$ cat src/rtl/irq_seq_pkg.sv
package irq_seq_pkg;

    localparam int WORD_W    = 16;
    localparam int SEG_SHIFT = 4;
    localparam int PADDR_W   = WORD_W + SEG_SHIFT;
    localparam int VEC_W     = 8;
    localparam int IE_BIT    = 9;
    localparam int TF_BIT    = 8;
    localparam logic [VEC_W-1:0] NMI_TYPE = 8'd2;
    localparam logic [WORD_W-1:0] PUSH_STEP = 16'd2;

    typedef enum logic [1:0] {
        SRC_NONE,
        SRC_NMI,
        SRC_SWI,
        SRC_MASK
    } src_e;

    typedef enum logic [2:0] {
        C_IDLE,
        C_WAITV,
        C_PUSH_FL,
        C_PUSH_CS,
        C_PUSH_IP,
        C_RD_OFF,
        C_RD_SEG
    } core_e;

    typedef enum logic [1:0] {
        A_IDLE,
        A_P1,
        A_GAP,
        A_P2
    } ack_e;

    typedef struct packed {
        logic [WORD_W-1:0] flags;
        logic [WORD_W-1:0] cs;
        logic [WORD_W-1:0] ip;
        logic [WORD_W-1:0] ss;
        logic [WORD_W-1:0] sp;
    } ctx_t;

    function automatic logic [PADDR_W-1:0] phys_addr(input logic [WORD_W-1:0] seg,
                                                      input logic [WORD_W-1:0] off);
        return {seg, {SEG_SHIFT{1'b0}}} + {{SEG_SHIFT{1'b0}}, off};
    endfunction

    function automatic logic [PADDR_W-1:0] table_addr(input logic [VEC_W-1:0] vec,
                                                       input logic half);
        return {{(PADDR_W-VEC_W-2){1'b0}}, vec, half, 1'b0};
    endfunction

    function automatic logic [WORD_W-1:0] entry_flags(input logic [WORD_W-1:0] f);
        logic [WORD_W-1:0] r;
        r = f;
        r[IE_BIT] = 1'b0;
        r[TF_BIT] = 1'b0;
        return r;
    endfunction

endpackage

$ cat src/rtl/irq_req_arb.sv
module irq_req_arb
    import irq_seq_pkg::*;
(
    input  logic             clk,
    input  logic             rst,
    input  logic             nmi_in,
    input  logic             intr_in,
    input  logic             ie_flag,
    input  logic             swi_valid,
    input  logic [VEC_W-1:0] swi_type,
    input  logic             boundary,
    input  logic             ready,
    output logic             take,
    output src_e             src,
    output logic [VEC_W-1:0] take_type,
    output logic             nmi_pend
);

    logic nmi_prev;
    logic nmi_rise;

    assign nmi_rise = nmi_in && !nmi_prev;

    always_ff @(posedge clk) begin
        if (rst) begin
            nmi_prev <= 1'b0;
            nmi_pend <= 1'b0;
        end else begin
            nmi_prev <= nmi_in;
            nmi_pend <= (nmi_pend && !(take && src == SRC_NMI)) || nmi_rise;
        end
    end

    always_comb begin
        src       = SRC_NONE;
        take_type = '0;
        if (boundary && ready) begin
            if (nmi_pend) begin
                src       = SRC_NMI;
                take_type = NMI_TYPE;
            end else if (swi_valid) begin
                src       = SRC_SWI;
                take_type = swi_type;
            end else if (intr_in && ie_flag) begin
                src       = SRC_MASK;
            end
        end
    end

    assign take = (src != SRC_NONE);

endmodule

$ cat src/rtl/irq_ack_ctrl.sv
module irq_ack_ctrl
    import irq_seq_pkg::*;
#(
    parameter int ACK_LOW = 2,
    parameter int ACK_GAP = 1
) (
    input  logic             clk,
    input  logic             rst,
    input  logic             start,
    input  logic [VEC_W-1:0] vec_bus,
    output logic             ack_n,
    output logic             vec_valid,
    output logic [VEC_W-1:0] vec_out
);

    localparam int MAXLEN = (ACK_LOW > ACK_GAP) ? ACK_LOW : ACK_GAP;
    localparam int CNT_W  = $clog2(MAXLEN + 1);
    localparam logic [CNT_W-1:0] LOW_LAST = CNT_W'(ACK_LOW - 1);
    localparam logic [CNT_W-1:0] GAP_LAST = CNT_W'(ACK_GAP - 1);

    ack_e             st;
    logic [CNT_W-1:0] cnt;

    always_ff @(posedge clk) begin
        if (rst) begin
            st        <= A_IDLE;
            cnt       <= '0;
            vec_valid <= 1'b0;
            vec_out   <= '0;
        end else begin
            vec_valid <= 1'b0;
            case (st)
                A_IDLE: begin
                    if (start) begin
                        st  <= A_P1;
                        cnt <= '0;
                    end
                end
                A_P1: begin
                    if (cnt == LOW_LAST) begin
                        st  <= A_GAP;
                        cnt <= '0;
                    end else begin
                        cnt <= cnt + 1'b1;
                    end
                end
                A_GAP: begin
                    if (cnt == GAP_LAST) begin
                        st  <= A_P2;
                        cnt <= '0;
                    end else begin
                        cnt <= cnt + 1'b1;
                    end
                end
                A_P2: begin
                    if (cnt == LOW_LAST) begin
                        st        <= A_IDLE;
                        cnt       <= '0;
                        vec_out   <= vec_bus;
                        vec_valid <= 1'b1;
                    end else begin
                        cnt <= cnt + 1'b1;
                    end
                end
                default: st <= A_IDLE;
            endcase
        end
    end

    assign ack_n = !(st == A_P1 || st == A_P2);

endmodule

$ cat src/rtl/irq_seq_core.sv
module irq_seq_core
    import irq_seq_pkg::*;
(
    input  logic               clk,
    input  logic               rst,
    input  logic               take,
    input  src_e               src,
    input  logic [VEC_W-1:0]   take_type,
    input  ctx_t               ctx_in,
    input  logic               vec_valid,
    input  logic [VEC_W-1:0]   vec_in,
    input  logic               mem_ack,
    input  logic [WORD_W-1:0]  mem_rdata,
    output logic               ack_start,
    output logic               idle,
    output logic               mem_req,
    output logic               mem_we,
    output logic [PADDR_W-1:0] mem_addr,
    output logic [WORD_W-1:0]  mem_wdata,
    output logic [WORD_W-1:0]  new_cs,
    output logic [WORD_W-1:0]  new_ip,
    output logic [WORD_W-1:0]  new_sp,
    output logic [WORD_W-1:0]  flags_out,
    output logic               done
);

    core_e             st;
    ctx_t              ctx;
    logic [VEC_W-1:0]  vtype;
    logic [WORD_W-1:0] sp_w;
    logic [WORD_W-1:0] sp_dec;
    logic [WORD_W-1:0] off_tmp;
    logic              pushing;

    assign idle      = (st == C_IDLE);
    assign ack_start = take && (src == SRC_MASK);
    assign sp_dec    = sp_w - PUSH_STEP;
    assign pushing   = (st == C_PUSH_FL) || (st == C_PUSH_CS) || (st == C_PUSH_IP);

    always_comb begin
        mem_req   = 1'b0;
        mem_we    = 1'b0;
        mem_addr  = '0;
        mem_wdata = '0;
        if (pushing) begin
            mem_req  = 1'b1;
            mem_we   = 1'b1;
            mem_addr = phys_addr(ctx.ss, sp_dec);
            case (st)
                C_PUSH_FL: mem_wdata = ctx.flags;
                C_PUSH_CS: mem_wdata = ctx.cs;
                default:   mem_wdata = ctx.ip;
            endcase
        end else if (st == C_RD_OFF) begin
            mem_req  = 1'b1;
            mem_addr = table_addr(vtype, 1'b0);
        end else if (st == C_RD_SEG) begin
            mem_req  = 1'b1;
            mem_addr = table_addr(vtype, 1'b1);
        end
    end

    always_ff @(posedge clk) begin
        if (rst) begin
            st        <= C_IDLE;
            ctx       <= '0;
            vtype     <= '0;
            sp_w      <= '0;
            off_tmp   <= '0;
            new_cs    <= '0;
            new_ip    <= '0;
            new_sp    <= '0;
            flags_out <= '0;
            done      <= 1'b0;
        end else begin
            done <= 1'b0;
            case (st)
                C_IDLE: begin
                    if (take) begin
                        ctx   <= ctx_in;
                        sp_w  <= ctx_in.sp;
                        vtype <= take_type;
                        st    <= (src == SRC_MASK) ? C_WAITV : C_PUSH_FL;
                    end
                end
                C_WAITV: begin
                    if (vec_valid) begin
                        vtype <= vec_in;
                        st    <= C_PUSH_FL;
                    end
                end
                C_PUSH_FL, C_PUSH_CS, C_PUSH_IP: begin
                    if (mem_ack) begin
                        sp_w <= sp_dec;
                        case (st)
                            C_PUSH_FL: st <= C_PUSH_CS;
                            C_PUSH_CS: st <= C_PUSH_IP;
                            default:   st <= C_RD_OFF;
                        endcase
                    end
                end
                C_RD_OFF: begin
                    if (mem_ack) begin
                        off_tmp <= mem_rdata;
                        st      <= C_RD_SEG;
                    end
                end
                C_RD_SEG: begin
                    if (mem_ack) begin
                        new_ip    <= off_tmp;
                        new_cs    <= mem_rdata;
                        new_sp    <= sp_w;
                        flags_out <= entry_flags(ctx.flags);
                        done      <= 1'b1;
                        st        <= C_IDLE;
                    end
                end
                default: st <= C_IDLE;
            endcase
        end
    end

endmodule

$ cat src/rtl/irq_entry_seq.sv
module irq_entry_seq
    import irq_seq_pkg::*;
#(
    parameter int ACK_LOW = 2,
    parameter int ACK_GAP = 1
) (
    input  logic               clk,
    input  logic               rst,
    input  logic               nmi_in,
    input  logic               intr_in,
    input  logic               ie_flag,
    input  logic               swi_valid,
    input  logic [VEC_W-1:0]   swi_type,
    input  logic               boundary,
    input  logic [WORD_W-1:0]  flags_in,
    input  logic [WORD_W-1:0]  cs_in,
    input  logic [WORD_W-1:0]  ip_in,
    input  logic [WORD_W-1:0]  ss_in,
    input  logic [WORD_W-1:0]  sp_in,
    input  logic [VEC_W-1:0]   vec_bus,
    output logic               ack_n,
    output logic               mem_req,
    output logic               mem_we,
    output logic [PADDR_W-1:0] mem_addr,
    output logic [WORD_W-1:0]  mem_wdata,
    input  logic [WORD_W-1:0]  mem_rdata,
    input  logic               mem_ack,
    output logic               busy,
    output logic               done,
    output logic [WORD_W-1:0]  new_cs,
    output logic [WORD_W-1:0]  new_ip,
    output logic [WORD_W-1:0]  new_sp,
    output logic [WORD_W-1:0]  flags_out
);

    logic             take;
    src_e             src;
    logic [VEC_W-1:0] take_type;
    logic             nmi_pend;
    logic             idle;
    logic             ack_start;
    logic             vec_valid;
    logic [VEC_W-1:0] vec_cap;
    ctx_t             ctx_in;

    assign ctx_in = '{flags: flags_in, cs: cs_in, ip: ip_in, ss: ss_in, sp: sp_in};
    assign busy   = !idle;

    irq_req_arb u_arb (
        .clk       (clk),
        .rst       (rst),
        .nmi_in    (nmi_in),
        .intr_in   (intr_in),
        .ie_flag   (ie_flag),
        .swi_valid (swi_valid),
        .swi_type  (swi_type),
        .boundary  (boundary),
        .ready     (idle),
        .take      (take),
        .src       (src),
        .take_type (take_type),
        .nmi_pend  (nmi_pend)
    );

    irq_ack_ctrl #(
        .ACK_LOW (ACK_LOW),
        .ACK_GAP (ACK_GAP)
    ) u_ack (
        .clk       (clk),
        .rst       (rst),
        .start     (ack_start),
        .vec_bus   (vec_bus),
        .ack_n     (ack_n),
        .vec_valid (vec_valid),
        .vec_out   (vec_cap)
    );

    irq_seq_core u_core (
        .clk       (clk),
        .rst       (rst),
        .take      (take),
        .src       (src),
        .take_type (take_type),
        .ctx_in    (ctx_in),
        .vec_valid (vec_valid),
        .vec_in    (vec_cap),
        .mem_ack   (mem_ack),
        .mem_rdata (mem_rdata),
        .ack_start (ack_start),
        .idle      (idle),
        .mem_req   (mem_req),
        .mem_we    (mem_we),
        .mem_addr  (mem_addr),
        .mem_wdata (mem_wdata),
        .new_cs    (new_cs),
        .new_ip    (new_ip),
        .new_sp    (new_sp),
        .flags_out (flags_out),
        .done      (done)
    );

endmodule

$ cat config.mk
export PLATFORM = sky130hd
export DESIGN_NAME = irq_entry_seq
export DESIGN_NICKNAME = d
export VERILOG_FILES = /design/src/rtl/irq_seq_pkg.sv /design/src/rtl/irq_req_arb.sv /design/src/rtl/irq_ack_ctrl.sv /design/src/rtl/irq_seq_core.sv /design/src/rtl/irq_entry_seq.sv
export SDC_FILE = /design/constraint.sdc
export NUM_CORES = 1
export LEC_CHECK = 0
export BUFFER_PORTS_ARGS = -buffer_cell sky130_fd_sc_hd__clkbuf_2
export CAP_MARGIN = 20
export CORE_UTILIZATION = 43
export DETAILED_ROUTE_END_ITERATION = 6
export GPL_ROUTABILITY_DRIVEN = 0
export PLACE_DENSITY = 0.69
export SYNTH_ARGS = -nofsm -noshare
export SYNTH_HDL_FRONTEND = slang
export SYNTH_SLANG_ARGS = --single-unit
export TNS_END_PERCENT = 50
$ cat constraint.sdc
create_clock -name clk -period 6.2 [get_ports clk]
set_input_delay 0.93 -clock clk [delete_from_list [all_inputs] [get_ports clk]]
set_output_delay 0.93 -clock clk [all_outputs]
set_load 0.05 [all_outputs]
==> out/results.ini, run 1 <==
[clock_network]
numCtsBuffers = 17
cts_hold_buffers = 0
root_buffer = clkbuf_16
cts_resized = 0
cts_setup_buffers = 0
cts_tree = yes
cts_sinks = 185
cts.path.max_buffers = 2
clk_pin_slew_worst_paths_ns = 0.07
clk_latency_ns = 0.42
htreeDepth = 4

[drt]
dr.pass1.iters = 5
drc = 0
via_count = 8370
drtAntennaViolNets = 0
wl_per_cell_microns = 15.6
drt_iter0_drc = 496
routed_via_density = 5.25
finalWirelength_mm = 24.9

[finish]
drive_above_1_share = 0.212
n_fill_cell = 1952
area_growth_pct = 20.9
nets = 1457
regArea_sq_mm = 0.00370
multi_input_area_sq_mm = 0.00446
n_antenna_cell = 0
fin_area_sq_mm = 0.0103
utilization = 0.531

[die]
num_rows = 51
io_pins = 225
dieArea_sq_mm = 0.0205
initial_core_util = 0.439
die_w_microns = 143
die_y_microns = 143
coreArea_sq_mm = 0.0195

[job]
max_cap_violations = 0

[critical_path]
cp.arrival_ns = 4.35
crit_fanout = 7
worstReg2RegEnd = u_core.sp_w[2]
path_class = reg -> out
startpoint = u_core.sp_w[1]
end_kind = primary output
startpoint_type = register
cp.required_ns = 5.27
r2r_cells = 8
reg2reg_slack_ns = 3.03
r2r-start = u_core.st[2]

[sta]
drv_slew = 0
rsz0062_at_grt = no
hold_violations = 0
final.setup.worst_slack_ns = 0.917
finalSetupViolCount = 0
period_share = 0.852
setup_tns_ns = 0
worst_hold_slack_ns = 0.448
period_needed_ns = 5.28
fmax_ghz = 0.189
tightest_slew_ns = 1.13
relSlewSlack = 0.245
finalClockSkew_ns = 0.00785

[grt]
grt_pass1_vias = 7622
grtUsageMet2 = 0.400
antenna_found_initial = 0
use_met1 = 0.311
grt_use_met3 = 0.0617
grt_max_degree = 72
grt.total_usage = 0.242
grt-ovfl-total = 0
grt_pass1_wl_mm = 39.0
top_usage_layer = met2

[synth]
yosys.area.top_type = dfxtp_1
synthDistinctLibCells = 59
netlist_area_sq_mm = 0.00855
yosysWarnings = 0
yosysMostFrequentCell = nand2_1
synth-edff-count = 0
synthTopCellsByCount = 349 x nand2_1, 185 x a21oi_1, 185 x dfxtp_1
yosysSeqAreaShare = 0.433
synth_ff_type = dfxtp_1
yosysTopAreaCellShare = 0.433
synth.avg_cell_area_sq_um = 7.47
yosys-top-cells-area = dfxtp_1 43%, nand2_1 15%, a21oi_1 11%
synthCells = 1144
synth_seq_cells = 185
synthArstFlopShare = 0

[place]
dpl.hpwl_mm = 17.1
dp_slack_ns = 1.40
place_area_sq_mm = 0.00977
numPortBuffers = 222

[worst_hold_path]
hold_depth = 2
hold_start = u_core.off_tmp[7]
hold_end = u_core.new_ip[7]
hold_path_class = reg -> reg

[power_and_ir_drop]
power_density_mw_per_mm2 = 316
pwr-share-clk = 0.317
power_switching_mw = 1.17
p_leak_nw = 4.16
p_int_mw = 2.10
combPwrFrac = 0.282
switching_share = 0.358
p_seq_frac = 0.400
ir_worst_vdd_mv = 0.203

[outcome]
outcome = finished clean

-- worst max-delay path by stage --
stage                     depth (start not counted)  slack (ns)            to
final                                            10        0.92  mem_addr[14]
after floorplan                                  13        1.43  mem_addr[18]
after global routing                             10        0.56  mem_addr[14]
after detailed placement                         10        1.40  mem_addr[14]
after CTS                                        10        0.94  mem_addr[14]
after global placement                           10        1.52  mem_addr[14]
-- worst max-delay path: stages (launching register included) --
cell,delay (ns)
dfxtp_1,0.35
nor4_1,0.81
nand2_1,0.28
xnor2_1,0.30
ha_1,0.35
a21o_1,0.22
a221oi_1,0.55
o21ai_0,0.25
o31ai_1,0.32
mux2i_1,0.22
clkbuf_2,0.29
-- per-stage QoR --
stage	cells	power, mW
after floorplan	1145	2.01
after global placement	1561	2.23
after detailed placement	1561	2.25
after CTS	1593	3.28
after global routing	1593	3.44
final	1593	3.27
-- placed cells by master, fill, tap and decap left out, types with 8 or more instances in the layout --
cell / Yosys / layout
mux2i_1: 8 / 8
nand3_1: 29 / 28
clkbuf_16: 0 / 17
xor2_1: 8 / 8
inv_1: 17 / 17
a22oi_1: 21 / 21
buf_4: 2 / 15
o21ai_0: 47 / 47
nand2_1: 349 / 348
nor3_1: 12 / 12
a21o_1: 10 / 10
or3_1: 9 / 9
xnor2_1: 10 / 10
a21oi_1: 185 / 185
nor2_1: 46 / 46
clkbuf_2: 0 / 221
dfxtp_1: 185 / 185
ha_1: 21 / 21
-- registers in the layout, summed over array words and instances, names as in the netlist --
name,count
u_ack.cnt,2
u_ack.vec_valid,1
u_core.new_sp,16
u_core.done,1
u_core.new_ip,16
u_core.sp_w,16
u_core.vtype,8
u_core.ctx,64
u_ack.st,2
u_core.flags_out,14
u_arb.nmi_prev,1
u_core.off_tmp,16
u_arb.nmi_pend,1
u_core.st,3
u_core.new_cs,16
u_ack.vec_out,8
-- layer usage --
metal	wire length [microns]	up-vias
met5	0	-
met4	276	0
met3	1840	18
met2	11800	258
met1	10900	3859
li1	-	4235
-- power groups by stage --
| stage | logic [mW] | registers, mW | clock network [mW] |
|---|---|---|---|
| finish | 0.922 | 1.31 | 1.04 |
| global route | 1.02 | 1.32 | 1.11 |
| CTS | 0.920 | 1.31 | 1.06 |
| detailed placement | 0.914 | 1.33 | 0 |
| global placement | 0.902 | 1.33 | 0 |
| floorplan | 0.702 | 1.31 | 0 |
-- kinds of logic (layout without fill, tap and decap cells) --
logic type	count (synthesis)	in the layout	synth area share
AOI/OAI and AO/OA	315	315	0.212
xor gates and xnor gates	18	18	0.0184
adders and majority gates	22	22	0.0331
buffers and inverters	102	285	0.0477
DFF	185	185	0.433
muxes	10	10	0.0120
other	1	2	0.000439
and+or+nand+nor	491	491	0.243
-- area by class of cell --
| cell class | instances | share of cell area |
|---|---|---|
| Clock buffer | 20 | 0.0432 |
| Clock inverter | 12 | 0.0110 |
| Inverter | 17 | 0.00618 |
| Multi-Input combinational cell | 858 | 0.431 |
| Sequential cell | 185 | 0.358 |
| Tap cell | 265 | 0.0321 |
| Timing Repair Buffer | 236 | 0.118 |
(Power assumes the default switching activity.)
==> inputs of run 2 (changes only) <==
- clock period: 6.2 -> 5.6 ns (I/O delays scaled with it)
==> out/results.ini, run 2 (synthesis gave the netlist of run 1 again) <==
[clock_network]
cts.path.max_buffers = 2
numCtsBuffers = 17
cts_setup_buffers = 0
cts_tree = yes
clk_latency_ns = 0.43
cts_resized = 0
clk_pin_slew_worst_paths_ns = 0.07
cts_sinks = 185
cts_hold_buffers = 0
htreeDepth = 4
root_buffer = clkbuf_16

[critical_path]
startpoint = u_core.sp_w[8]
crit_fanout = 10
endpoint = mem_addr[19]
r2r-start = u_core.st[1]
reg2reg_slack_ns = 2.73
critPathSlowestCell = or4_4
cp.required_ns = 4.76
worst-path-stages = 12
worst_path_most_repeated_cell = or3_1
end_kind = primary output
cp.arrival_ns = 4.08
path_buf_inv = 2
r2r_cells = 8
path_class = reg -> out
critical_path.cell_chain = or4_4 > or3_1 > or3_1 > xor2_1 > inv_1 > ha_1 > o2111ai_1 > a21o_1 > nand3_1 > o41ai_1 > or4_1 > clkbuf_2
slowest_delay_ns = 0.56
worstReg2RegEnd = u_core.sp_w[14]
startpoint_type = register
crit_family = simple AND/OR/NAND/NOR gates

[drt]
via_count = 8414
finalWirelength_mm = 25.1
wl_per_cell_microns = 15.7
drt_iter0_drc = 518
drtAntennaViolNets = 0
drc = 0
routed_via_density = 5.27
dr.pass1.iters = 5

[finish]
area_growth_pct = 21.6
largest_reg_flops = 64
utilization = 0.534
drive_above_1_share = 0.214
mostFrequentLayoutCells = 348 x nand2_1, 221 x clkbuf_2, 185 x a21oi_1, 185 x dfxtp_1, 47 x o21ai_0
multi_input_area_sq_mm = 0.00446
regMostFlops = u_core.ctx
final_common_cell = nand2_1
n_fill_cell = 1931
regArea_sq_mm = 0.00370
nets = 1460

[sta]
drv_slew = 0
fmax_ghz = 0.203
period_needed_ns = 4.92
finalSetupViolCount = 0
hold_violations = 0
final.setup.worst_slack_ns = 0.682
relSlewSlack = 0.254
finalClockSkew_ns = 0.0103
worst_hold_slack_ns = 0.449
tightest_slew_ns = 1.12
period_share = 0.878
setup_tns_ns = 0
rsz0062_at_grt = no

[grt]
grt_max_degree = 80
grt-ovfl-total = 0
grt_pass1_wl_mm = 39.4
antenna_found_initial = 1
grt_pass1_vias = 7812
grt.total_usage = 0.247

[die]
io_pins = 225
initial_core_util = 0.439
die_y_microns = 143
num_rows = 51
coreArea_sq_mm = 0.0195
die_w_microns = 143
dieArea_sq_mm = 0.0205

[power_and_ir_drop]
power_density_mw_per_mm2 = 356
p_total_mw = 3.70
ir_worst_vdd_mv = 0.221
p_leak_nw = 4.20

[place]
dp_slack_ns = 1.13
dpl.hpwl_mm = 17.0
numPortBuffers = 222

[job]
max_cap_violations = 0

[outcome]
outcome = finished clean

[worst_hold_path]
hold_path_class = reg -> reg

run 2: cell count changes in the layout (fill, tap and decap cells not counted), sizes merged:
cell      before  now
buf           15   18
clkinvlp       4    2
inv           22   21
diode          0    1
clkbuf       241  242
bufinv         0    2
run 2: metal layers:
| metal | GRT usage | vias up | wire (microns) |
|---|---|---|---|
| met1 | 0.308 | 3855 | 10900 |
| met4 | 0.0815 | 0 | 467 |
| met5 | 0 | - | 0 |
| met2 | 0.409 | 281 | 11700 |
| li1 | - | 4245 | - |
| met3 | 0.0664 | 33 | 1970 |
run 2: how the worst min path moves through the flow:
stage | from | to | slack [ns] | depth (start not counted)
after floorplan | u_core.off_tmp[0] | u_core.new_ip[0] | 0.43 | 2
after global placement | u_core.off_tmp[3] | u_core.new_ip[3] | 0.44 | 2
after detailed placement | u_core.off_tmp[4] | u_core.new_ip[4] | 0.44 | 2
after CTS | u_core.off_tmp[4] | u_core.new_ip[4] | 0.45 | 2
after global routing | u_core.off_tmp[4] | u_core.new_ip[4] | 0.46 | 2
final | u_core.off_tmp[4] | u_core.new_ip[4] | 0.45 | 2
run 2: per-stage QoR:
step / instances / cell area, sq um
detailed placement: 1564 / 9800
finish: 1597 / 10400
floorplan: 1145 / 8550
global placement: 1564 / 9800
global route: 1596 / 10400
CTS: 1596 / 10400
run 2: final cells by class:
type	instances	area share
sequential	185	0.356
clock buffer	21	0.0443
antenna	1	0.000241
tap	265	0.0319
timing repair buffer	239	0.119
inverter	17	0.00614
multi-input combinational	858	0.429
clock inverter	11	0.0131
run 2: tightest hold or removal path, cell delays in order (launching register included):
cell	delay, ns
dfxtp_1	0.31
nand2_1	0.05
a21oi_1	0.05
run 2: where the power goes:
part	total (mW)	internal, mW	switching, mW
sequential	1.44	1.38	0.0645
combinational	1.03	0.347	0.683
clock	1.23	0.691	0.536
total	3.70	2.42	1.28
==> inputs of run 3 (changes only) <==
- ABC_AREA: not set -> 1
==> out/results.ini, run 3 <==
[outcome]
outcome = finished clean

[synth]
synth_seq_cells = 185
synth.avg_cell_area_sq_um = 6.79
netlist_area_sq_mm = 0.00867
yosysSeqAreaShare = 0.427
yosysWarnings = 0
synthArstFlopShare = 0
synthDistinctLibCells = 36
yosysMostFrequentCell = nor2_1
synth-edff-count = 0
synthCells = 1277
synthTopCellsByCount = 235 x nor2_1, 224 x nand2_1, 185 x dfxtp_1
yosys-top-cells-area = dfxtp_1 43%, nor2_1 10%, nand2_1 9.7%
yosysTopAreaCellShare = 0.427
synth_ff_type = dfxtp_1
yosys.area.top_type = dfxtp_1

[sta]
tightest_slew_ns = 1.00
relSlewSlack = 0.332
rsz0062_at_grt = no
finalSetupViolCount = 0
period_needed_ns = 4.18
drv_slew = 0
fmax_ghz = 0.239
hold_violations = 0
setup_tns_ns = 0
period_share = 0.746
worst_hold_slack_ns = 0.411
finalClockSkew_ns = 0.00954

[clock_network]
cts_sinks = 185
cts_setup_buffers = 0
htreeDepth = 4
cts_hold_buffers = 0
cts_resized = 0
root_buffer = clkbuf_16
cts.path.max_buffers = 2
numCtsBuffers = 17
clk_latency_ns = 0.43
clk_pin_slew_worst_paths_ns = 0.07
cts_tree = yes

[power_and_ir_drop]
combPwrFrac = 0.454
power_switching_mw = 2.48
ir_worst_vdd_mv = 0.307
p_leak_nw = 4.83
p_seq_frac = 0.318
p_total_mw = 5.32
switching_share = 0.467
p_int_mw = 2.83
power_density_mw_per_mm2 = 508
pwr-share-clk = 0.227

[critical_path]
slowest_delay_ns = 0.33
startpoint_type = register
crit_family = simple AND/OR/NAND/NOR gates
crit_fanout = 5
critical_path.cell_chain = inv_1 > ha_1 > nand3_1 > nor2_1 > nand2_1 > and2_1 > ha_1 > a21oi_1 > nand2_1 > nand2_1 > nand2_1 > nand2_1 > nand2_1 > nand2_1 > nand2_1 > nor2_1 > clkbuf_2
cp.arrival_ns = 3.34
r2r-start = u_core.st[2]
worst-path-stages = 17
reg2reg_slack_ns = 2.64
path_class = reg -> out
worst_path_most_repeated_cell = nand2_1
path_buf_inv = 2
critPathSlowestCell = dfxtp_1
startpoint = u_core.sp_w[1]
end_kind = primary output
r2r_cells = 9
cp.required_ns = 4.76

[die]
io_pins = 225
die_y_microns = 144
dieArea_sq_mm = 0.0207
die_w_microns = 144
initial_core_util = 0.443
coreArea_sq_mm = 0.0196
num_rows = 51

[grt]
grt.total_usage = 0.230
grt_pass1_wl_mm = 37.5
grt-ovfl-total = 0
grt_pass1_vias = 7689
grt_max_degree = 126
antenna_found_initial = 0

[finish]
nets = 1601
fin_area_sq_mm = 0.0105
mostFrequentLayoutCells = 235 x nor2_1, 224 x nand2_1, 222 x clkbuf_2, 185 x dfxtp_1, 163 x o21ai_0
drive_above_1_share = 0.187
area_growth_pct = 20.7
regMostFlops = u_core.ctx
final_common_cell = nor2_1
largest_reg_flops = 64
n_antenna_cell = 0

[drt]
via_count = 8548
drc = 0
finalWirelength_mm = 23.7
drtAntennaViolNets = 0
routed_via_density = 4.92
dr.pass1.iters = 5
drt_iter0_drc = 587
wl_per_cell_microns = 13.7

[place]
dpl.hpwl_mm = 16.6
numPortBuffers = 222
place_area_sq_mm = 0.00985

[worst_hold_path]
hold_depth = 1
hold_start = u_arb.nmi_prev
hold_path_class = reg -> reg

[job]
max_cap_violations = 0

[run 3: area by class of cell]
type,count,area (sq um)
well taps,265,332
multi-input cells,873,4080
inverters,153,577
fillers,2009,9120
clock buffers,18,429
flip-flops and latches,185,3700
clock inverters,14,160
repair buffers,229,1180
[run 3: power groups by stage]
stage	combinational, mW	sequential, mW	clock (mW)
after detailed placement	2.40	1.72	0
final	2.42	1.69	1.21
after global placement	2.38	1.71	0
after global routing	2.70	1.72	1.30
after CTS	2.41	1.69	1.24
after floorplan	1.89	1.70	0
[run 3: path summary, 6_finish.rpt]
path	end
setup / recovery	mem_addr[14]
hold / removal	u_arb.nmi_pend
setup reg to reg	u_core.sp_w[4]
hold reg to reg	u_arb.nmi_pend
[run 3: stage by stage]
stage | worst slack [ns] | instances | util
after global routing | 1.09 | 1737 | 0.534
after global placement | 2.00 | 1704 | 0.503
after detailed placement | 1.92 | 1704 | 0.503
after floorplan | 1.81 | 1278 | -
after CTS | 1.46 | 1736 | 0.533
final | 1.42 | 1737 | 0.534
[run 3: cells by family after synthesis]
family          after synthesis  share of synthesized area
flops                       185                      0.427
compound gates              314                      0.188
fa+ha+maj                    22                     0.0326
buf+inv                     220                      0.102
xor+xnor                      4                    0.00404
other cells                   1                   0.000432
simple gates                531                      0.245
[run 3: metal layers]
metal / wire length [microns] / track usage / vias to the layer above
met4: 352 / 0.0767 / 0
met1: 11000 / 0.301 / 3828
met2: 11000 / 0.377 / 260
li1: - / - / 4435
met3: 1460 / 0.0444 / 25
met5: 0 / 0 / -
